==> src/rtl/ugov_pkg.sv <==
package ugov_pkg;
  localparam int RATIO_W = 7;
  typedef logic [RATIO_W-1:0] ratio_t;

  typedef enum logic [1:0] {
    DEC_HOLD = 2'd0,
    DEC_UP   = 2'd1,
    DEC_DOWN = 2'd2
  } step_dec_e;

  function automatic ratio_t clamp_ratio(input ratio_t val, input ratio_t lo, input ratio_t hi);
    if (val < lo)      return lo;
    else if (val > hi) return hi;
    else               return val;
  endfunction
endpackage

==> src/rtl/ugov_tick_gen.sv <==
module ugov_tick_gen #(
  parameter int TICK_PERIOD = 16
) (
  input  logic clk,
  input  logic rst_n,
  output logic tick_o
);
  localparam int TW = (TICK_PERIOD > 2) ? $clog2(TICK_PERIOD) : 1;
  localparam logic [TW-1:0] TLAST = TW'(TICK_PERIOD - 1);

  logic [TW-1:0] cnt_q;

  assign tick_o = (cnt_q == TLAST);

  always_ff @(posedge clk) begin
    if (!rst_n)      cnt_q <= '0;
    else if (tick_o) cnt_q <= '0;
    else             cnt_q <= cnt_q + 1'b1;
  end
endmodule

==> src/rtl/ugov_limit_reg.sv <==
module ugov_limit_reg
  import ugov_pkg::*;
#(
  parameter int HW_MIN = 12,
  parameter int HW_MAX = 24
) (
  input  logic   clk,
  input  logic   rst_n,
  input  logic   cfg_we_i,
  input  ratio_t cfg_min_i,
  input  ratio_t cfg_max_i,
  output ratio_t lim_min_o,
  output ratio_t lim_max_o
);
  localparam ratio_t HW_MIN_C = RATIO_W'(HW_MIN);
  localparam ratio_t HW_MAX_C = RATIO_W'(HW_MAX);

  ratio_t lim_min_q, lim_max_q;
  logic   wr_ok;

  assign wr_ok = cfg_we_i && (cfg_min_i <= cfg_max_i)
              && (cfg_min_i >= HW_MIN_C) && (cfg_max_i <= HW_MAX_C);

  always_ff @(posedge clk) begin
    if (!rst_n) begin
      lim_min_q <= HW_MIN_C;
      lim_max_q <= HW_MAX_C;
    end else if (wr_ok) begin
      lim_min_q <= cfg_min_i;
      lim_max_q <= cfg_max_i;
    end
  end

  assign lim_min_o = lim_min_q;
  assign lim_max_o = lim_max_q;


  bad_write_kept_chk: assert property (@(posedge clk) disable iff (!rst_n)
    $past(cfg_we_i && (cfg_min_i > cfg_max_i)) |-> ($stable(lim_min_q) && $stable(lim_max_q)));


  lim_order_chk: assert property (@(posedge clk) disable iff (!rst_n)
    lim_min_q <= lim_max_q);
endmodule

==> src/rtl/ugov_activity_eval.sv <==
module ugov_activity_eval
  import ugov_pkg::*;
#(
  parameter int HW_MIN      = 12,
  parameter int HW_MAX      = 24,
  parameter int TICK_PERIOD = 16,
  parameter int EVAL_TICKS  = 4,
  parameter int HI_THRESH   = 48,
  parameter int LO_THRESH   = 16
) (
  input  logic   clk,
  input  logic   rst_n,
  input  logic   tick_i,
  input  logic   act_i,
  output ratio_t auto_o
);
  localparam int WIN_CYCLES = EVAL_TICKS * TICK_PERIOD;
  localparam int CNT_W      = $clog2(WIN_CYCLES + 1);
  localparam int WT_W       = (EVAL_TICKS > 2) ? $clog2(EVAL_TICKS) : 1;
  localparam logic [WT_W-1:0]  WLAST = WT_W'(EVAL_TICKS - 1);
  localparam logic [CNT_W-1:0] HI_C  = CNT_W'(HI_THRESH);
  localparam logic [CNT_W-1:0] LO_C  = CNT_W'(LO_THRESH);
  localparam ratio_t HW_MIN_C = RATIO_W'(HW_MIN);
  localparam ratio_t HW_MAX_C = RATIO_W'(HW_MAX);

  logic [CNT_W-1:0] cnt_q, total;
  logic [WT_W-1:0]  wcnt_q;
  logic             win_end;
  step_dec_e        dec;
  ratio_t           auto_q;

  assign win_end = tick_i && (wcnt_q == WLAST);
  assign total   = cnt_q + CNT_W'(act_i);

  always_comb begin
    if (total > HI_C)      dec = DEC_UP;
    else if (total < LO_C) dec = DEC_DOWN;
    else                   dec = DEC_HOLD;
  end

  always_ff @(posedge clk) begin
    if (!rst_n) begin
      cnt_q  <= '0;
      wcnt_q <= '0;
      auto_q <= HW_MAX_C;
    end else if (win_end) begin
      cnt_q  <= '0;
      wcnt_q <= '0;
      unique case (dec)
        DEC_UP:   if (auto_q < HW_MAX_C) auto_q <= auto_q + 1'b1;
        DEC_DOWN: if (auto_q > HW_MIN_C) auto_q <= auto_q - 1'b1;
        default:  auto_q <= auto_q;
      endcase
    end else begin
      cnt_q <= total;
      if (tick_i) wcnt_q <= wcnt_q + 1'b1;
    end
  end

  assign auto_o = auto_q;


  loop_at_window_end_chk: assert property (@(posedge clk) disable iff (!rst_n)
    !$stable(auto_q) |-> $past(win_end));


  loop_single_step_chk: assert property (@(posedge clk) disable iff (!rst_n)
    !$stable(auto_q) |-> ((auto_q == $past(auto_q) + RATIO_W'(1)) ||
                          (auto_q == $past(auto_q) - RATIO_W'(1))));
endmodule

==> src/rtl/ugov_transition.sv <==
module ugov_transition
  import ugov_pkg::*;
#(
  parameter int HW_MAX       = 24,
  parameter int STALL_CYCLES = 20
) (
  input  logic   clk,
  input  logic   rst_n,
  input  logic   tick_i,
  input  ratio_t target_i,
  output ratio_t ratio_o,
  output logic   busy_o
);
  localparam int STW = (STALL_CYCLES > 2) ? $clog2(STALL_CYCLES) : 1;
  localparam logic [STW-1:0] SLAST = STW'(STALL_CYCLES - 1);
  localparam ratio_t HW_MAX_C = RATIO_W'(HW_MAX);

  ratio_t         ratio_q;
  logic           busy_q;
  logic [STW-1:0] scnt_q;
  logic           apply;

  assign apply = tick_i && !busy_q && (target_i != ratio_q);

  always_ff @(posedge clk) begin
    if (!rst_n) begin
      ratio_q <= HW_MAX_C;
      busy_q  <= 1'b0;
      scnt_q  <= '0;
    end else if (apply) begin
      ratio_q <= target_i;
      busy_q  <= 1'b1;
      scnt_q  <= SLAST;
    end else if (busy_q) begin
      if (scnt_q == '0) busy_q <= 1'b0;
      else              scnt_q <= scnt_q - 1'b1;
    end
  end

  assign ratio_o = ratio_q;
  assign busy_o  = busy_q;


  change_on_tick_chk: assert property (@(posedge clk) disable iff (!rst_n)
    !$stable(ratio_q) |-> $past(tick_i));


  change_starts_stall_chk: assert property (@(posedge clk) disable iff (!rst_n)
    !$stable(ratio_q) |-> $rose(busy_q));


  no_change_while_busy_chk: assert property (@(posedge clk) disable iff (!rst_n)
    $past(busy_q) |-> $stable(ratio_q));
endmodule

==> src/rtl/uncore_ratio_gov.sv <==
module uncore_ratio_gov
  import ugov_pkg::*;
#(
  parameter int HW_MIN       = 12,
  parameter int HW_MAX       = 24,
  parameter int PWR_RATIO    = 14,
  parameter int TICK_PERIOD  = 16,
  parameter int EVAL_TICKS   = 4,
  parameter int STALL_CYCLES = 20,
  parameter int HI_THRESH    = 48,
  parameter int LO_THRESH    = 16
) (
  input  logic       clk,
  input  logic       rst_n,
  input  logic       cfg_we,
  input  logic [6:0] cfg_min,
  input  logic [6:0] cfg_max,
  input  logic       cache_act,
  input  logic       pwr_limit_hit,
  output logic [6:0] ratio_req,
  output logic       ratio_busy
);
  localparam ratio_t PWR_C    = RATIO_W'(PWR_RATIO);
  localparam ratio_t HW_MIN_C = RATIO_W'(HW_MIN);
  localparam ratio_t HW_MAX_C = RATIO_W'(HW_MAX);

  logic   tick;
  ratio_t lim_min, lim_max, auto_r, clamped, target;

  ugov_tick_gen #(.TICK_PERIOD(TICK_PERIOD)) u_tick (
    .clk(clk), .rst_n(rst_n), .tick_o(tick)
  );

  ugov_limit_reg #(.HW_MIN(HW_MIN), .HW_MAX(HW_MAX)) u_limits (
    .clk(clk), .rst_n(rst_n), .cfg_we_i(cfg_we),
    .cfg_min_i(cfg_min), .cfg_max_i(cfg_max),
    .lim_min_o(lim_min), .lim_max_o(lim_max)
  );

  ugov_activity_eval #(
    .HW_MIN(HW_MIN), .HW_MAX(HW_MAX), .TICK_PERIOD(TICK_PERIOD),
    .EVAL_TICKS(EVAL_TICKS), .HI_THRESH(HI_THRESH), .LO_THRESH(LO_THRESH)
  ) u_eval (
    .clk(clk), .rst_n(rst_n), .tick_i(tick), .act_i(cache_act), .auto_o(auto_r)
  );

  always_comb begin
    clamped = clamp_ratio(auto_r, lim_min, lim_max);
    target  = (pwr_limit_hit && (clamped > PWR_C)) ? PWR_C : clamped;
  end

  ugov_transition #(.HW_MAX(HW_MAX), .STALL_CYCLES(STALL_CYCLES)) u_trans (
    .clk(clk), .rst_n(rst_n), .tick_i(tick), .target_i(target),
    .ratio_o(ratio_req), .busy_o(ratio_busy)
  );


  ratio_in_hw_range_chk: assert property (@(posedge clk) disable iff (!rst_n)
    (ratio_req >= HW_MIN_C) && (ratio_req <= HW_MAX_C));


  pwr_cap_target_chk: assert property (@(posedge clk) disable iff (!rst_n)
    pwr_limit_hit |-> (target <= PWR_C || target <= lim_min));
endmodule

==> config.mk <==
export PLATFORM = sky130hd
export DESIGN_NAME = uncore_ratio_gov
export DESIGN_NICKNAME = d
export VERILOG_FILES = /design/src/rtl/ugov_pkg.sv /design/src/rtl/ugov_tick_gen.sv /design/src/rtl/ugov_limit_reg.sv /design/src/rtl/ugov_activity_eval.sv /design/src/rtl/ugov_transition.sv /design/src/rtl/uncore_ratio_gov.sv
export SDC_FILE = /design/constraint.sdc
export NUM_CORES = 1
export LEC_CHECK = 0
export BUFFER_PORTS_ARGS = -buffer_cell sky130_fd_sc_hd__buf_2
export CORE_MARGIN = 10
export CORE_UTILIZATION = 56
export CTS_CLUSTER_DIAMETER = 80
export DETAILED_ROUTE_END_ITERATION = 8
export PLACE_DENSITY = 0.73
export SKIP_CTS_REPAIR_TIMING = 1
export SYNTH_ARGS = -nofsm -noshare
export SYNTH_HDL_FRONTEND = slang
export SYNTH_SLANG_ARGS = --single-unit
==> constraint.sdc <==
create_clock -name clk -period 10.6 [get_ports clk]
set_clock_uncertainty 0.2 [all_clocks]
set_input_delay 1.06 -clock clk [delete_from_list [all_inputs] [get_ports clk]]
set_output_delay 1.06 -clock clk [all_outputs]
set_load 0.02 [all_outputs]
**Word-level counts from Yosys, hierarchy flattened**

Index checks and enable logic that the tools add are counted.

- Eq/ne operators: 8
- Reductions and logical operators: 17
- $add $sub $neg: 6
- Order comparisons: 10
- Bitwise gates (word level): 2
- Multiplexer cells: 14

Operators by type and width:

| kind | number |
|---|---|
| 7-bit 2-to-1 mux | 5 |
| 5-bit 2-to-1 mux | 3 |
| 7-bit by 4-bit greater-than comparator with 1-bit output, second input constant | 2 |
| 7-bit by 5-bit < comparator with 1-bit output, second input constant | 2 |
| 7-bit case mux with 2 select lines | 1 |
| 7-bit by 1-bit adder with 7-bit output | 1 |
| 7-bit by 1-bit adder with 7-bit output, second input constant | 1 |
| 7-bit by 4-bit greater-or-equal comparator with 1-bit output, second input constant | 1 |
| 7-bit by 6-bit greater-than comparator with 1-bit output, second input constant | 1 |
| 7-bit greater-than comparator | 1 |
| 7-bit by 5-bit <= comparator with 1-bit output, second input constant | 1 |
| 7-bit <= comparator | 1 |
| 1-bit logical AND | 7 |
| 7-bit < comparator | 1 |
| 7-bit != test | 1 |
| 7-bit by 1-bit subtractor with 7-bit output, second input constant | 1 |
| 2-bit by 1-bit != test with 1-bit output, second input constant | 3 |
| 2-bit OR reduction | 3 |
| 5-bit zero test | 1 |
| 5-bit by 1-bit subtractor with 5-bit output, second input constant | 1 |
| 4-bit by 1-bit adder with 4-bit output, second input constant | 1 |
| 2-bit == test, second input constant | 2 |
| 4-bit == test, second input constant | 1 |
| 2-bit 2-to-1 mux | 2 |
| 8 further kinds | 13 |

- Output and inout bits: 8
- Input port bits: 19
- Bits in registers: 47

**Longest topological paths before layout**

- Depth after elaboration: 10
- Depth in mapped cells: 17
- Mapped depth without buffers: 17

**Cells and area by module**

From an unflattened synthesis, not the netlist that was laid out.

- Cell total of the unflattened synthesis: 353
- Area total of the unflattened synthesis: 3,160.5 um^2

Modules (own cells, without submodules):

| module | area each (um^2) | seq. area each (um^2) | times used | cells an instance |
|---|---|---|---|---|
| ugov_activity_eval | 975.9 | 320.3 | 1 | 111 |
| ugov_limit_reg | 780.7 | 280.3 | 1 | 85 |
| ugov_transition | 670.6 | 260.2 | 1 | 68 |
| uncore_ratio_gov | 564.3 | 0.0 | 1 | 73 |
| ugov_tick_gen | 168.9 | 80.1 | 1 | 16 |

**Worst setup path after synthesis**

Ideal clock, no wire load.

- Path kind: input to register
- From: in cache_act
- To: reg u_eval.auto_q[6] (netlist: u_eval.auto_o[6])
- Arrival time: 4.049 ns
- Setup time: 0.115 ns
- Buffers on the path: 0
- Cell stages on the path: 17
- Slack: 6.236 ns
- Required time: 10.285 ns
- Cell sequence: ha_1 -> ha_1 -> and3_1 -> nand3_1 -> o21a_1 -> o32ai_1 -> inv_1 -> fa_1 -> inv_1 -> a21oi_1 -> o21bai_1 -> a21o_1 -> a21oi_1 -> xnor2_1 -> nand2_1 -> xnor2_1 -> and2_1

- Cells in the longest elaborated chain, start to end: 7
- Elaborated cells on any way between the ends: 12

RTL lines:

| element | RTL line | RTL |
|---|---|---|
| from (decl) | uncore_ratio_gov.sv:18 | `input logic cache_act,` |
| 7-bit by 1-bit adder with 7-bit output (*) | ugov_activity_eval.sv:33 | `assign total = cnt_q + CNT_W'(act_i);` |
| 7-bit by 5-bit < comparator with 1-bit output | ugov_activity_eval.sv:37 | `else if (total < LO_C) dec = DEC_DOWN;` |
| 2-bit 2-to-1 mux | ugov_activity_eval.sv:37 |  |
| 2-bit 2-to-1 mux (*) | ugov_activity_eval.sv:36 | `if (total > HI_C) dec = DEC_UP;` |
| 2-bit == test / 2-bit by 1-bit == test with 1-bit output (equally long branches) | ugov_activity_eval.sv:49 | `unique case (dec)` |
| 2-bit by 1-bit != test with 1-bit output (no source line) / 2-bit nonzero test (equally long branches) | n/a |  |
| 4-bit AND reduction (no source line) | n/a |  |
| to (signal assigned) | ugov_activity_eval.sv:50 | `DEC_UP: if (auto_q < HW_MAX_C) auto_q <= auto_q + 1'b1;` |
| to (signal assigned) | ugov_activity_eval.sv:51 | `DEC_DOWN: if (auto_q > HW_MIN_C) auto_q <= auto_q - 1'b1;` |
| to (signal assigned) | ugov_activity_eval.sv:52 | `default: auto_q <= auto_q;` |
| to (decl) | ugov_activity_eval.sv:30 | `ratio_t auto_q;` |

Every way passes the cells marked *; elsewhere a longest branch is shown, timed or not.
A chain may end at the register's enable or synchronous reset.

**Worst setup path in the final report**

Same ends and word-level chain as after synthesis.

==> flow_metrics.tcl <==
set metrics [dict create \
    cts-root-buf "clkbuf_8" \
    synth-seq-cells 47 \
    rsz0062_at_grt "no" \
    core_area_um2 5510 \
    clk_latency_ns 0.31 \
    wl_per_cell_um 14.9 \
    cts_max_path_buffers 2 \
    worstMarginPinSlew_ns 1.00 \
    synthXorXnorAreaFrac_pct 5.26 \
    fmax_ghz 0.215 \
    synth_top_area_cell "dfxtp_1" \
    vias 2693 \
    totalWireLength_um 7000 \
    syn_inst 374 \
    finalSetupViolations 0 \
    fp.dieH_um 95.2 \
    cts_tree "yes" \
    worstPathMaxFanout 8 \
    grt_max_degree 46 \
    diodes 0 \
    clock_sinks 47 \
    synth_top_area_share_pct 29.7 \
    routed_via_density 5.74 \
    min_path_type "register to register" \
    leakagePower_nw 1.52 \
    ant_nets 0 \
    hold_viol 0 \
    finalSetupTns_ns 0 \
    yosysUniqueCellTypes 63 \
    area_delta_synth_final_pct 9.17 \
    drv_slew 0 \
    antenna_found_initial 0 \
    power_density_nw_per_um2 107 \
    grt_overflow 0 \
    drt-pass1-iter-count 4 \
    num-nets-final 447 \
    fill_cells 498 \
    netlist_top_cells_area "dfxtp_1 (30%), ha_1 (12%), mux2i_1 (4.1%)" \
    async_flop_share_pct 0 \
    drv_cap 0 \
    seq_area_frac_synth_pct 29.7 \
    outcome "complete, no violations" \
    initial_core_util_pct 57.5 \
    fin_crit_ns 4.65 \
    gp_congestion 0.844 \
    syn_nets 425 \
    synth-simple-area-share_pct 19.6 \
    drive_gt1_share_pct 11.8 \
    place_inst 461 \
    cts-htree-levels 2 \
    cp-start-kind "primary input" \
    layout.cells.non_filler 469 \
    portBuffers 26 \
    synth_fa_ha_area_share_pct 12.9 \
    placed_cell_area_um2 3340 \
    ir_worst_vdd_v 0.0000588 \
    drt_iter0_drc 147 \
    grtUsageTotal_pct 16.4 \
    max_slew_margin_pct 32.4 \
    ios 27 \
    synth-main-ff-cell "dfxtp_1" \
    critical_path_required_ns 10.61 \
    yosysWarnings 0 \
    synth_top_family_by_area "compound AO/OA/AOI/OAI gates" \
    syn_avg_cell_area_um2 8.46 \
    hpwlAfterDp_um 5350 \
    row_count 27 \
    drc 0 \
    grt_pass1_vias 2594 \
    dieArea_um2 9060 \
    synth_compound_area_share_pct 22.5 \
    grt_pass1_wl_um 12200 \
    worst_ep_arrival_time_ns 4.66 \
    critPathCaptureType "register" \
    fin_area_um2 3450 \
    syn_area_um2 3160 \
    synthMuxAreaShare_pct 4.11 \
    die_width_um 95.2 \
    cts_made_buffers 5 \
    clkTransAtPathRegs_ns 0.10 \
    synth-edff-count 0 \
    timing.final.crit_share_pct 43.9 \
    crit_type "primary input to register" \
]
==> path summary, 6_finish.rpt <==
kind | startpoint | to | slack [ns] | cells past startpoint
worst min-delay path | u_tick.cnt_q[0] | u_tick.cnt_q[0] | 0.27 | 1
worst max-delay path | cache_act | u_eval.auto_o[6] | 5.95 | 18
worst max register to register | u_eval.cnt_q[0] | u_eval.auto_o[6] | 6.43 | 17
worst min register to register | u_tick.cnt_q[0] | u_tick.cnt_q[0] | 0.27 | 1
==> cell usage in the layout (no fill, tap or decap), types with 7 or more instances in the layout <==
master,count
dfxtp_1,47
inv_1,34
ha_1,31
nand2_1,30
buf_2,26
nand3_1,17
a21oi_1,16
o211ai_1,16
nor2_1,16
mux2i_1,13
o21ai_0,13
xnor2_1,13
and2_1,10
and3_1,8
nor2b_1,7
==> stage by stage <==
step,worst slack [ns],total power (W),util (%),hold WS (ns)
4_1_cts,5.95,0.000375,62.7,0.278
5_1_grt,5.58,0.000390,62.7,0.306
2_1_floorplan,6.24,0.000223,-,0.230
3_3_place_gp,5.83,0.000235,60.6,0.245
6_report,5.95,0.000371,62.7,0.271
3_5_place_dp,5.59,0.000237,60.6,0.256
==> routing by layer <==
layer  vias to the layer above  GRT usage [%]  part of all wire [%]
met4                         0           4.99                   1.3
li1                       1394              -                     -
met3                        10           3.14                   3.7
met1                      1251           21.4                    47
met2                        38           26.7                    48
met5                         -              0                     0
==> worst max-delay path, cell delays in order <==
cell and delay (ns):
buf_2 0.08, ha_1 0.17, ha_1 0.28, and3_1 0.27
nand3_1 0.10, o21a_1 0.12, o32ai_1 0.82, inv_1 0.19
fa_1 0.46, inv_1 0.07, a21oi_1 0.06, o21bai_1 0.19
a21o_1 0.15, a21oi_1 0.07, xnor2_1 0.16, nand2_1 0.09
xnor2_1 0.17, and2_1 0.16
==> final cells by class <==
class	count	area [um^2]	area share, %
multi-input combinational	281	2040	59.1
sequential	47	941	27.2
timing repair buffer	27	138	3.98
inverter	34	128	3.69
tap	72	90.1	2.61
clock buffer	5	68.8	1.99
clock inverter	3	47.5	1.38
==> sequential cells by signal (all words and copies together) (netlist names) <==
register	flops
u_trans.ratio_o	7
u_eval.auto_o	7
u_eval.wcnt_q	2
u_limits.lim_min_o	7
u_trans.busy_o	1
u_tick.cnt_q	4
u_trans.scnt_q	5
u_limits.lim_max_o	7
u_eval.cnt_q	7
==> power by group <==
| group | internal (W) | total [W] | switching [W] |
|---|---|---|---|
| Clock | 0.0000716 | 0.000137 | 0.0000657 |
| Sequential | 0.000180 | 0.000182 | 0.00000216 |
| Combinational | 0.0000214 | 0.0000516 | 0.0000302 |
| Total | 0.000273 | 0.000371 | 0.0000980 |
==> kinds of logic (layout without fill, tap and decap cells) <==
logic type / count (synthesis) / in the layout
muxes: 13 / 13
adders and majority gates: 32 / 32
xor gates and xnor gates: 19 / 19
buffers and inverters: 46 / 69
AOI/OAI and AO/OA: 99 / 99
and+or+nand+nor: 118 / 118
DFF: 47 / 47
==> synth_stat cells, types with 2 or more instances <==
cell type and n:
a21boi_1 3, nor2b_1 7, dfxtp_1 47, mux2i_1 13
o22a_1 2, nor3b_1 2, a31o_2 2, nand3b_1 4
o21ai_1 2, xnor2_1 13, o22ai_1 2, nand2b_1 4
a211o_1 2, nand2_1 30, a41o_1 2, nand3_1 17
clkbuf_1 8, buf_2 2, ha_1 31, nand4b_1 3
o211ai_1 16, nor2_1 16, o21a_1 6, xor2_1 6
a21o_1 4, o21ai_0 13, o21bai_1 2, and2_1 10
or3_1 3, nor3_1 2, o211a_1 3, nand4_1 6
a21oi_1 16, a31oi_1 5, and3_1 8, inv_1 34
a21boi_0 2
Note: power is estimated with default switching activity, not from simulation.
